## src/rtl/pwm8_shadow_ch.sv

```systemverilog
module pwm8_shadow_ch #(
  parameter int W = 8
) (
  input  logic         clk,
  input  logic         rst_n,
  input  logic         tick,
  input  logic         wr_lo,
  input  logic         wr_hi,
  input  logic [W-1:0] wr_data,
  input  logic         match_flag_en,
  input  logic         clr_match,
  input  logic         clr_ovf,
  output logic [W-1:0] count_o,
  output logic [W-1:0] live_o,
  output logic [W-1:0] shadow_o,
  output logic         cmp_en_o,
  output logic         pwm_o,
  output logic         match_flag_o,
  output logic         ovf_flag_o
);
  localparam logic [W-1:0] TOP = {W{1'b1}};

  logic [W-1:0] cnt, live, shadow, cnt_nxt, cmp_sel;
  logic         en, pwm, mflag, oflag;
  logic         wrap, hit;

  assign cnt_nxt = cnt + 1'b1;
  assign wrap    = tick && (cnt == TOP);
  assign cmp_sel = wrap ? shadow : live;
  assign hit     = tick && en && (cnt_nxt == cmp_sel);

  always_ff @(posedge clk) begin
    if (!rst_n) begin
      cnt <= '0;
      pwm <= 1'b0;
    end else if (tick) begin
      cnt <= cnt_nxt;
      if (hit)       pwm <= 1'b1;
      else if (wrap) pwm <= 1'b0;
    end
  end

  always_ff @(posedge clk) begin
    if (!rst_n) begin
      live   <= '0;
      shadow <= '0;
      en     <= 1'b0;
    end else begin
      if (wr_lo)     live <= wr_data;
      else if (wrap) live <= shadow;
      if (wr_hi)     shadow <= wr_data;
      if (wr_hi)     en <= 1'b1;
      else if (wr_lo) en <= 1'b0;
    end
  end

  always_ff @(posedge clk) begin
    if (!rst_n) begin
      mflag <= 1'b0;
      oflag <= 1'b0;
    end else begin
      if (hit && match_flag_en) mflag <= 1'b1;
      else if (clr_match)       mflag <= 1'b0;
      if (wrap)                 oflag <= 1'b1;
      else if (clr_ovf)         oflag <= 1'b0;
    end
  end

  assign count_o      = cnt;
  assign live_o       = live;
  assign shadow_o     = shadow;
  assign cmp_en_o     = en;
  assign pwm_o        = pwm;
  assign match_flag_o = mflag;
  assign ovf_flag_o   = oflag;

  p_step_r2: assert property (@(posedge clk) disable iff (!rst_n)
    tick |=> count_o == $past(count_o) + 1'b1);
  p_hold_r2: assert property (@(posedge clk) disable iff (!rst_n)
    !tick |=> $stable(count_o) && $stable(pwm_o));
  p_wrap_low_r3: assert property (@(posedge clk) disable iff (!rst_n)
    (tick && count_o == TOP && shadow_o != '0) |=> !pwm_o);
  p_reload_r4: assert property (@(posedge clk) disable iff (!rst_n)
    (tick && count_o == TOP && !wr_lo) |=> live_o == $past(shadow_o));
  p_lo_off_r5: assert property (@(posedge clk) disable iff (!rst_n)
    (wr_lo && !wr_hi) |=> !cmp_en_o && live_o == $past(wr_data));
  p_hi_on_r6: assert property (@(posedge clk) disable iff (!rst_n)
    wr_hi |=> cmp_en_o && shadow_o == $past(wr_data));
  p_no_rise_r7: assert property (@(posedge clk) disable iff (!rst_n)
    (!cmp_en_o && !pwm_o) |=> !pwm_o);
  p_ovf_set_r9: assert property (@(posedge clk) disable iff (!rst_n)
    (tick && count_o == TOP) |=> ovf_flag_o);
  p_sticky_r10: assert property (@(posedge clk) disable iff (!rst_n)
    (ovf_flag_o && !clr_ovf) |=> ovf_flag_o);
endmodule

```

## config.mk

```make
export PLATFORM = sky130hd
export DESIGN_NAME = pwm8_shadow_ch
export DESIGN_NICKNAME = d
export VERILOG_FILES = /design/src/rtl/pwm8_shadow_ch.sv
export SDC_FILE = /design/constraint.sdc
export NUM_CORES = 1
export LEC_CHECK = 0
export BUFFER_PORTS_ARGS = -buffer_cell sky130_fd_sc_hd__buf_2
export CORE_MARGIN = 2
export CORE_UTILIZATION = 41
export DETAILED_ROUTE_END_ITERATION = 16
export PLACE_DENSITY = 0.68
export REMOVE_ABC_BUFFERS = 1
export SLEW_MARGIN = 0
export SYNTH_ARGS = -nofsm -noshare
export SYNTH_HDL_FRONTEND = slang
export SYNTH_SLANG_ARGS = --single-unit
export TNS_END_PERCENT = 5
```

## constraint.sdc

```tcl
create_clock -name clk -period 2.5 [get_ports clk]
set_input_delay 0.25 -clock clk [delete_from_list [all_inputs] [get_ports clk]]
set_output_delay 0.25 -clock clk [all_outputs]
set_load 0.1 [all_outputs]
```

==> metrics, run 1 <==
status=completed; ANT cells=0; WP data arrival=between 2000 and 2500 ps; DRT Pass-1 Iters=4; via count=1378; setup bufs post-CTS=0; area grow syn2layout=20.4%; synth top area cells=dfxtp_1, mux2i_1, nor2_1, xor2_1, buf_4; CTS tree=done; RSZ-0062 raised after global routing=no; Yosys cell types=between 40 and 50; CTS clk-pin slew, worst paths=about 140 ps; Max VDD drop=between 300 and 400 uV; Finish-stage setup viols=0; max_cap viols=0; Slew @ Worst Pin=roughly 490 ps; register area share after synthesis=between 30% and 40%; drt via density=5.26; Final period util=between 80% and 90%; Tightest Hold Check Type=input port to flip-flop; GP Congestion=slightly above 0.8; row count=21; Final Max Slew Viols=0; via count of the first global-routing pass=1233; first-pass GRT wire length=a little under 6000 um; placed insts=259; DRC marker count from the first detailed-route iteration=60; total CTS buffers=3; Die H=about 64 um; # clock sinks=28; fmax=~0.46 GHz; post-DP HPWL=roughly 2700 um; residual DRC count=0; Crit Path Category=flip-flop to flip-flop; CP required=around 2800 ps; All-Layer GR Usage=between 10% and 20%; clk root buf=clkbuf_4; Min Hold Slack=155 ps; fin nets=approximately 240; most frequent cells in the layout=buf_2, dfxtp_1, nor2_1, mux2i_1, buf_4; Yosys top cell by area=dfxtp_1; die area=0.00414 mm^2; Synth top area share=between 30% and 40%; worst skew pair latency=between 300 and 400 ps; Initial Util=between 40% and 50%; Mapped Area=around 0.0015 mm^2; share of cells above drive strength 1=between 30% and 40%; Relative slew margins=67.7%; Synth Register Bits=28; Cells after Synth=172; Longest Clk Path Bufs=2; CP max FO=3; Power Dens Cells=between 500 and 600 mW/mm^2; largest net degree at the start of global routing=19; clock skew=between 4 and 5 ps; startpoint types=flip-flop; Final Non-Filler Cells=262; core area=0.00342 mm^2; Die X=about 64 um; post-route ant nets=0; Max H-tree Level=1; cts repair resizes=0; asr flop ratio synth=0%; WL/cell=roughly 13 um; crit path capture type=flip-flop; Top-Level Pins=44; EDFF count, synth=0; leakage power=0.000805 uW; Syn Area/Cell=8.68 um^2; Final min period=around 2200 ps; grt total ovfl=0; antenna violations before repair=0; final hold vios=0; Post-Route WL=approximately 3500 um; Synth Flop Type=dfxtp_1; Synthesis Warnings=0; commonest non-fill, non-tap cell in the layout=buf_2; PortBufs=43; hold buffer count at cts=0
-- Yosys cell counts (all sizes together) (2+ instances only) --
master,count
nand2,11
clkbuf,3
nand4,4
nand2b,3
nand3,8
a311oi,5
dfxtp,28
a21oi,4
buf,11
nor4,2
clkinv,2
nor3,4
and4,4
nor2,27
xor2,9
mux2i,14
a211oi,3
o21ai,8
xnor2,6
inv,3
-- cell families after synthesis --
logic type      synth area share [%]
mux                             10.1
simple gates                    23.8
compound gates                  12.2
fa+ha+maj                      0.838
buf+inv                         6.71
xor+xnor                        8.80
flops                           37.6
-- report_power, final --
| group | total, uW | internal [uW] | switching [uW] |
|---|---|---|---|
| logic | 290 | 66.8 | 224 |
| registers | 485 | 468 | 16.7 |
| clock network | 182 | 56.6 | 126 |
| total | 957 | 591 | 366 |
-- metal layers --
metal  track usage [%]  share of wire [%]  up-vias
met4              3.19               0.63        0
met2              29.4                 47       37
met5                 0                  0        -
met1              24.2                 46      641
li1                  -                  -      698
met3              3.87                5.9        2
-- critical path, stage by stage, from the launching register on --
cell     delay, ps
dfxtp_1        360
ha_1           170
nand4_1        140
nor3_2         320
mux2i_1        320
xnor2_1        100
or4_1          550
o21ai_1        150
-- final cells by class --
| type | count | area (um^2) |
|---|---|---|
| sequential | 28 | 561 |
| tap | 46 | 57.6 |
| inverter | 5 | 18.8 |
| multi-input combinational | 125 | 832 |
| clock buffer | 3 | 22.5 |
| timing repair buffer | 55 | 305 |
| fill | 349 | 1620 |
-- flip-flops by register name, indices dropped and copies added, names as in the netlist --
register	flops
shadow_o	8
pwm_o	1
match_flag_o	1
ovf_flag_o	1
live_o	8
count_o	8
cmp_en_o	1
-- path summary, 6_finish.rpt --
path,from,endpoint,slack (ps),cells past startpoint
setup reg to reg,count_o[0]$_SDFFE_PN0P_,match_flag_o$_SDFFE_PN0P_,350,7
setup / recovery,count_o[0]$_SDFFE_PN0P_,match_flag_o$_SDFFE_PN0P_,350,7
hold / removal,match_flag_en,match_flag_o$_SDFFE_PN0P_,160,3
hold reg to reg,match_flag_o$_SDFFE_PN0P_,match_flag_o$_SDFFE_PN0P_,500,2
-- through the flow --
stage	instance area [um^2]	util, %	TNS, ps	power [uW]	worst slack, ps
floorplan	1410	-	-4040	718	-961
global placement	1770	51.9	0	786	419
detailed placement	1770	51.9	0	786	360
CTS	1800	52.6	0	968	327
global route	1800	52.6	0	1010	130
finish	1800	52.6	0	957	345
Note: power is estimated with default switching activity, not from simulation.
==> inputs of run 2 (changes only) <==
- RECOVER_POWER: not set -> 50
- TNS_END_PERCENT: 5 -> not set
==> metrics, run 2 (synthesized netlist as in run 1, its figures left out) <==
# clock sinks=28; die area=slightly above 0.004 mm^2; PortBufs=between 40 and 50; Int Pwr=around 600 uW; status=completed; WL/cell=between 10 and 15 um; CTS clk-pin slew, worst paths=140 ps; clock skew=~1.8 ps; cts repair resizes=0; ANT cells=0; Die X=roughly 64 um; core area=around 0.0034 mm^2; area grow syn2layout=18.4%; Combinational Power Share=about 30%; Final WS setup=roughly 260 ps; Hold Crit Start=match_flag_en; DRT Pass-1 Iters=4; Final min period=2240 ps; R2R Setup Slk=around 260 ps; post-route ant nets=0; largest net degree at the start of global routing=19; DRC marker count from the first detailed-route iteration=57; worst skew pair latency=320 ps; All-Layer GR Usage=17.9%; via count of the first global-routing pass=roughly 1200; Top-Level Pins=between 40 and 50; Crit Path Category=flip-flop to flip-flop; pre-CTS setup slack=between 300 and 400 ps; Sw Ratio=38.4%; fin nets=235; GP Congestion=0.818; total CTS buffers=3; CP max FO=7; Clk network pwr share=19.1%; most frequent cells in the layout=buf_2, dfxtp_1, nor2_1, clkbuf_1, mux2i_1; Finish-stage setup viols=0; Max H-tree Level=1; CTS tree=done; clk root buf=clkbuf_4; drt via density=5.30; setup bufs post-CTS=0; fillers=roughly 360; CP required=2770 ps; post-DP HPWL=between 2000 and 3000 um; Relative slew margins=roughly 22%; row count=21; crit path capture type=flip-flop; Final period util=~90%; leakage power=roughly 0.00074 uW; first-pass GRT wire length=roughly 5800 um; Final Max Slew Viols=0; commonest non-fill, non-tap cell in the layout=buf_2; final hold vios=0; worst reg2reg startpoint=count_o[1]$_SDFFE_PN0P_; max_cap viols=0; grt total ovfl=0; Max VDD drop=between 400 and 500 uV; startpoint types=flip-flop; Die H=approximately 64 um; Post-Route WL=3490 um; Tightest Hold Check Type=input port to flip-flop; RSZ-0062 raised after global routing=no; NetSw=about 370 uW; residual DRC count=0; antenna violations before repair=0; Final TNS setup=0 ps; hold buffer count at cts=0; CP Launch Point=count_o[1]$_SDFFE_PN0P_; Longest Clk Path Bufs=2; via count=around 1400; Initial Util=a little over two fifths; fmax=between 0.4 and 0.5 GHz; Flop pwr share=just over 50%; Power Dens Cells=approximately 540 mW/mm^2; WP data arrival=2510 ps; Slew @ Worst Pin=approximately 1200 ps; share of cells above drive strength 1=a little under a quarter
-- run 2: cell count changes in the layout (fill, tap and decap cells not counted) --
cell	before	now
buf_4	12	9
buf_2	43	29
clkbuf_1	0	17
-- run 2: worst max-delay path: stages (launching register included) --
cell	delay, ps
dfxtp_1	360
ha_1	160
clkbuf_1	270
and4_1	390
nand2_2	80
mux2i_1	130
xnor2_1	130
or4_1	520
o21ai_1	150
-- run 2: layout make-up --
class	instances	area, um^2	area share, %
Tap cell	46	57.6	3.26
Timing Repair Buffer	55	277	15.6
Sequential cell	28	561	31.7
Multi-Input combinational cell	125	832	47.1
Inverter	5	18.8	1.06
Clock buffer	3	22.5	1.27
-- run 2: final timing paths --
path | endpoint | depth (start not counted)
min | match_flag_o$_SDFFE_PN0P_ | 3
max reg2reg | match_flag_o$_SDFFE_PN0P_ | 8
min reg2reg | match_flag_o$_SDFFE_PN0P_ | 2
max | match_flag_o$_SDFFE_PN0P_ | 8
-- run 2: stage by stage --
step / util [%] / power (uW) / cells / hold WS (ps) / area (um^2)
3_3_place_gp: 51.9 / 786 / 259 / 468 / 1770
5_1_grt: 51.8 / 1000 / 262 / 137 / 1770
2_1_floorplan: - / 718 / 158 / 367 / 1410
4_1_cts: 52.6 / 968 / 262 / 147 / 1800
6_report: 51.8 / 951 / 262 / 158 / 1770
3_5_place_dp: 51.9 / 786 / 259 / 483 / 1770
-- run 2: power groups by stage --
stage | combinational (uW) | sequential [uW] | clock [uW]
2_1_floorplan | 69.0 | 649 | 0
3_3_place_gp | 291 | 495 | 0
3_5_place_dp | 291 | 494 | 0
4_1_cts | 292 | 485 | 191
5_1_grt | 300 | 488 | 213
6_report | 285 | 485 | 181
-- run 2: layer usage --
metal	global-route usage, %	vias to the layer above	wire length, um
li1	-	697	-
met1	24.2	649	1550
met2	29.4	40	1700
met3	3.87	2	219
met4	3.19	0	22
met5	0	-	0
==> inputs of run 3 (changes only) <==
- CORE_ASPECT_RATIO: not set -> 0.6
- RECOVER_POWER: 50 -> 25
==> metrics, run 3 (synthesized netlist as in run 1, its figures left out) <==
status=completed; largest net degree at the start of global routing=19; Final period util=91.2%; Initial Util=44.4%; Top-Level Pins=44; Hold Crit Start=match_flag_en; Relative slew margins=between 40% and 50%; Worst path max stage delay=between 500 and 600 ps; fin nets=~240; final hold vios=0; met2 usage=between 20% and 30%; fmax=roughly 0.44 GHz; Buf/Inv on CP=0; Tightest Hold Check Type=input port to flip-flop; Finish-stage setup viols=0; share of cells above drive strength 1=between 20% and 30%; startpoint types=flip-flop; delay-heaviest family, CP=simple AND/OR/NAND/NOR gates; RSZ-0062 raised after global routing=no; post-DP HPWL=2770 um; via count of the first global-routing pass=1212; worst skew pair latency=about 280 ps; Max H-tree Level=1; ANT cells=0; # clock sinks=28; Die H=between 50 and 60 um; max_cap viols=0; WP data arrival=about 2500 ps; WL/cell=approximately 14 um; most frequent cells in the layout=buf_2, dfxtp_1, nor2_1, mux2i_1; core area=approximately 0.0034 mm^2; Power Dens Cells=between 500 and 600 mW/mm^2; GR Util met1=29.8%; fillers=between 300 and 400; GRT busiest layer=met1; Tot Pwr=~1100 uW; commonest non-fill, non-tap cell in the layout=buf_2; grt total ovfl=0; grt met3 use=4.86%; Slew @ Worst Pin=around 840 ps; CTS clk-pin slew, worst paths=90 ps; antenna violations before repair=0; CP max FO=5; clock skew=around 4.6 ps; row count=16; via count=around 1400; Max VDD drop=301 uV; leakage power=approximately 0.00083 uW; Final Max Slew Viols=0; Longest Clk Path Bufs=2; CTS tree=done; first-pass GRT wire length=between 6000 and 7000 um; Post-Route WL=about 3600 um; worst-path cell chain=ha_1 -> nand4_1 -> nor3_4 -> mux2i_1 -> xnor2_1 -> or4_1 -> o21ai_1; DRC marker count from the first detailed-route iteration=46; CP Launch Point=count_o[0]$_SDFFE_PN0P_; Layout Utilization=a little over half; post-route ant nets=0; Die X=approximately 80 um; CP max-delay cell=or4_1; CP required=between 2000 and 3000 ps; crit path capture type=flip-flop; hold buffer count at cts=0; die area=0.00416 mm^2; area grow syn2layout=22.5%; worst reg2reg startpoint=count_o[0]$_SDFFE_PN0P_; drt via density=between 5 and 6; DRT Pass-1 Iters=4; All-Layer GR Usage=around a fifth; Final min period=between 2000 and 2500 ps; residual DRC count=0; total CTS buffers=3; PortBufs=43; Crit Path Category=flip-flop to flip-flop; clk root buf=clkbuf_8; GP Congestion=just under 0.9
[run 3: worst paths after layout]
path / endpoint / slack (ps) / depth (start not counted)
setup / recovery: pwm_o$_SDFFE_PN0P_ / 220 / 7
hold / removal: match_flag_o$_SDFFE_PN0P_ / 220 / 3
setup reg to reg: pwm_o$_SDFFE_PN0P_ / 220 / 7
hold reg to reg: match_flag_o$_SDFFE_PN0P_ / 500 / 2
[run 3: metrics by stage]
step | setup TNS, ps | hold slack [ps] | area, um^2 | worst slack (ps) | cells
finish | 0 | 220 | 1830 | 221 | 263
global route | 0 | 214 | 1830 | 53.5 | 263
CTS | 0 | 212 | 1840 | 137 | 263
detailed placement | 0 | 482 | 1780 | 154 | 259
global placement | 0 | 477 | 1780 | 306 | 259
floorplan | -4040 | 367 | 1410 | -961 | 158
[run 3: routing by layer]
layer | vias up | wire length, um
met4 | 0 | 24
met1 | 620 | 1930
met5 | - | 0
met2 | 42 | 1430
met3 | 4 | 264
li1 | 694 | -
[run 3: timing repair]
item                                    in CTS  in global routing
hold endpoints to repair                     0                  0
setup buffers                                0                  0
resized for setup                            0                  1
endpoints found under the setup margin       0                  2
[run 3: layout make-up]
type / instances / area (um^2) / area share [%]
Timing Repair Buffer: 56 / 300 / 16.4
Multi-Input combinational cell: 125 / 838 / 45.8
Inverter: 5 / 18.8 / 1.03
Tap cell: 45 / 56.3 / 3.08
Clock buffer: 4 / 55.1 / 3.01
Sequential cell: 28 / 561 / 30.6
[run 3: worst register-to-register path, cell delays in order, from the launching register on]
cell and delay (ps):
dfxtp_1 340, ha_1 160, nand4_1 200, nor3_4 350
mux2i_1 320, xnor2_1 100, or4_1 580, o21ai_1 150
[run 3: power breakdown]
| part | switching (uW) | internal (uW) |
|---|---|---|
| logic | 225 | 64.3 |
| registers | 16.7 | 467 |
| clock network | 140 | 141 |
| total | 382 | 673 |
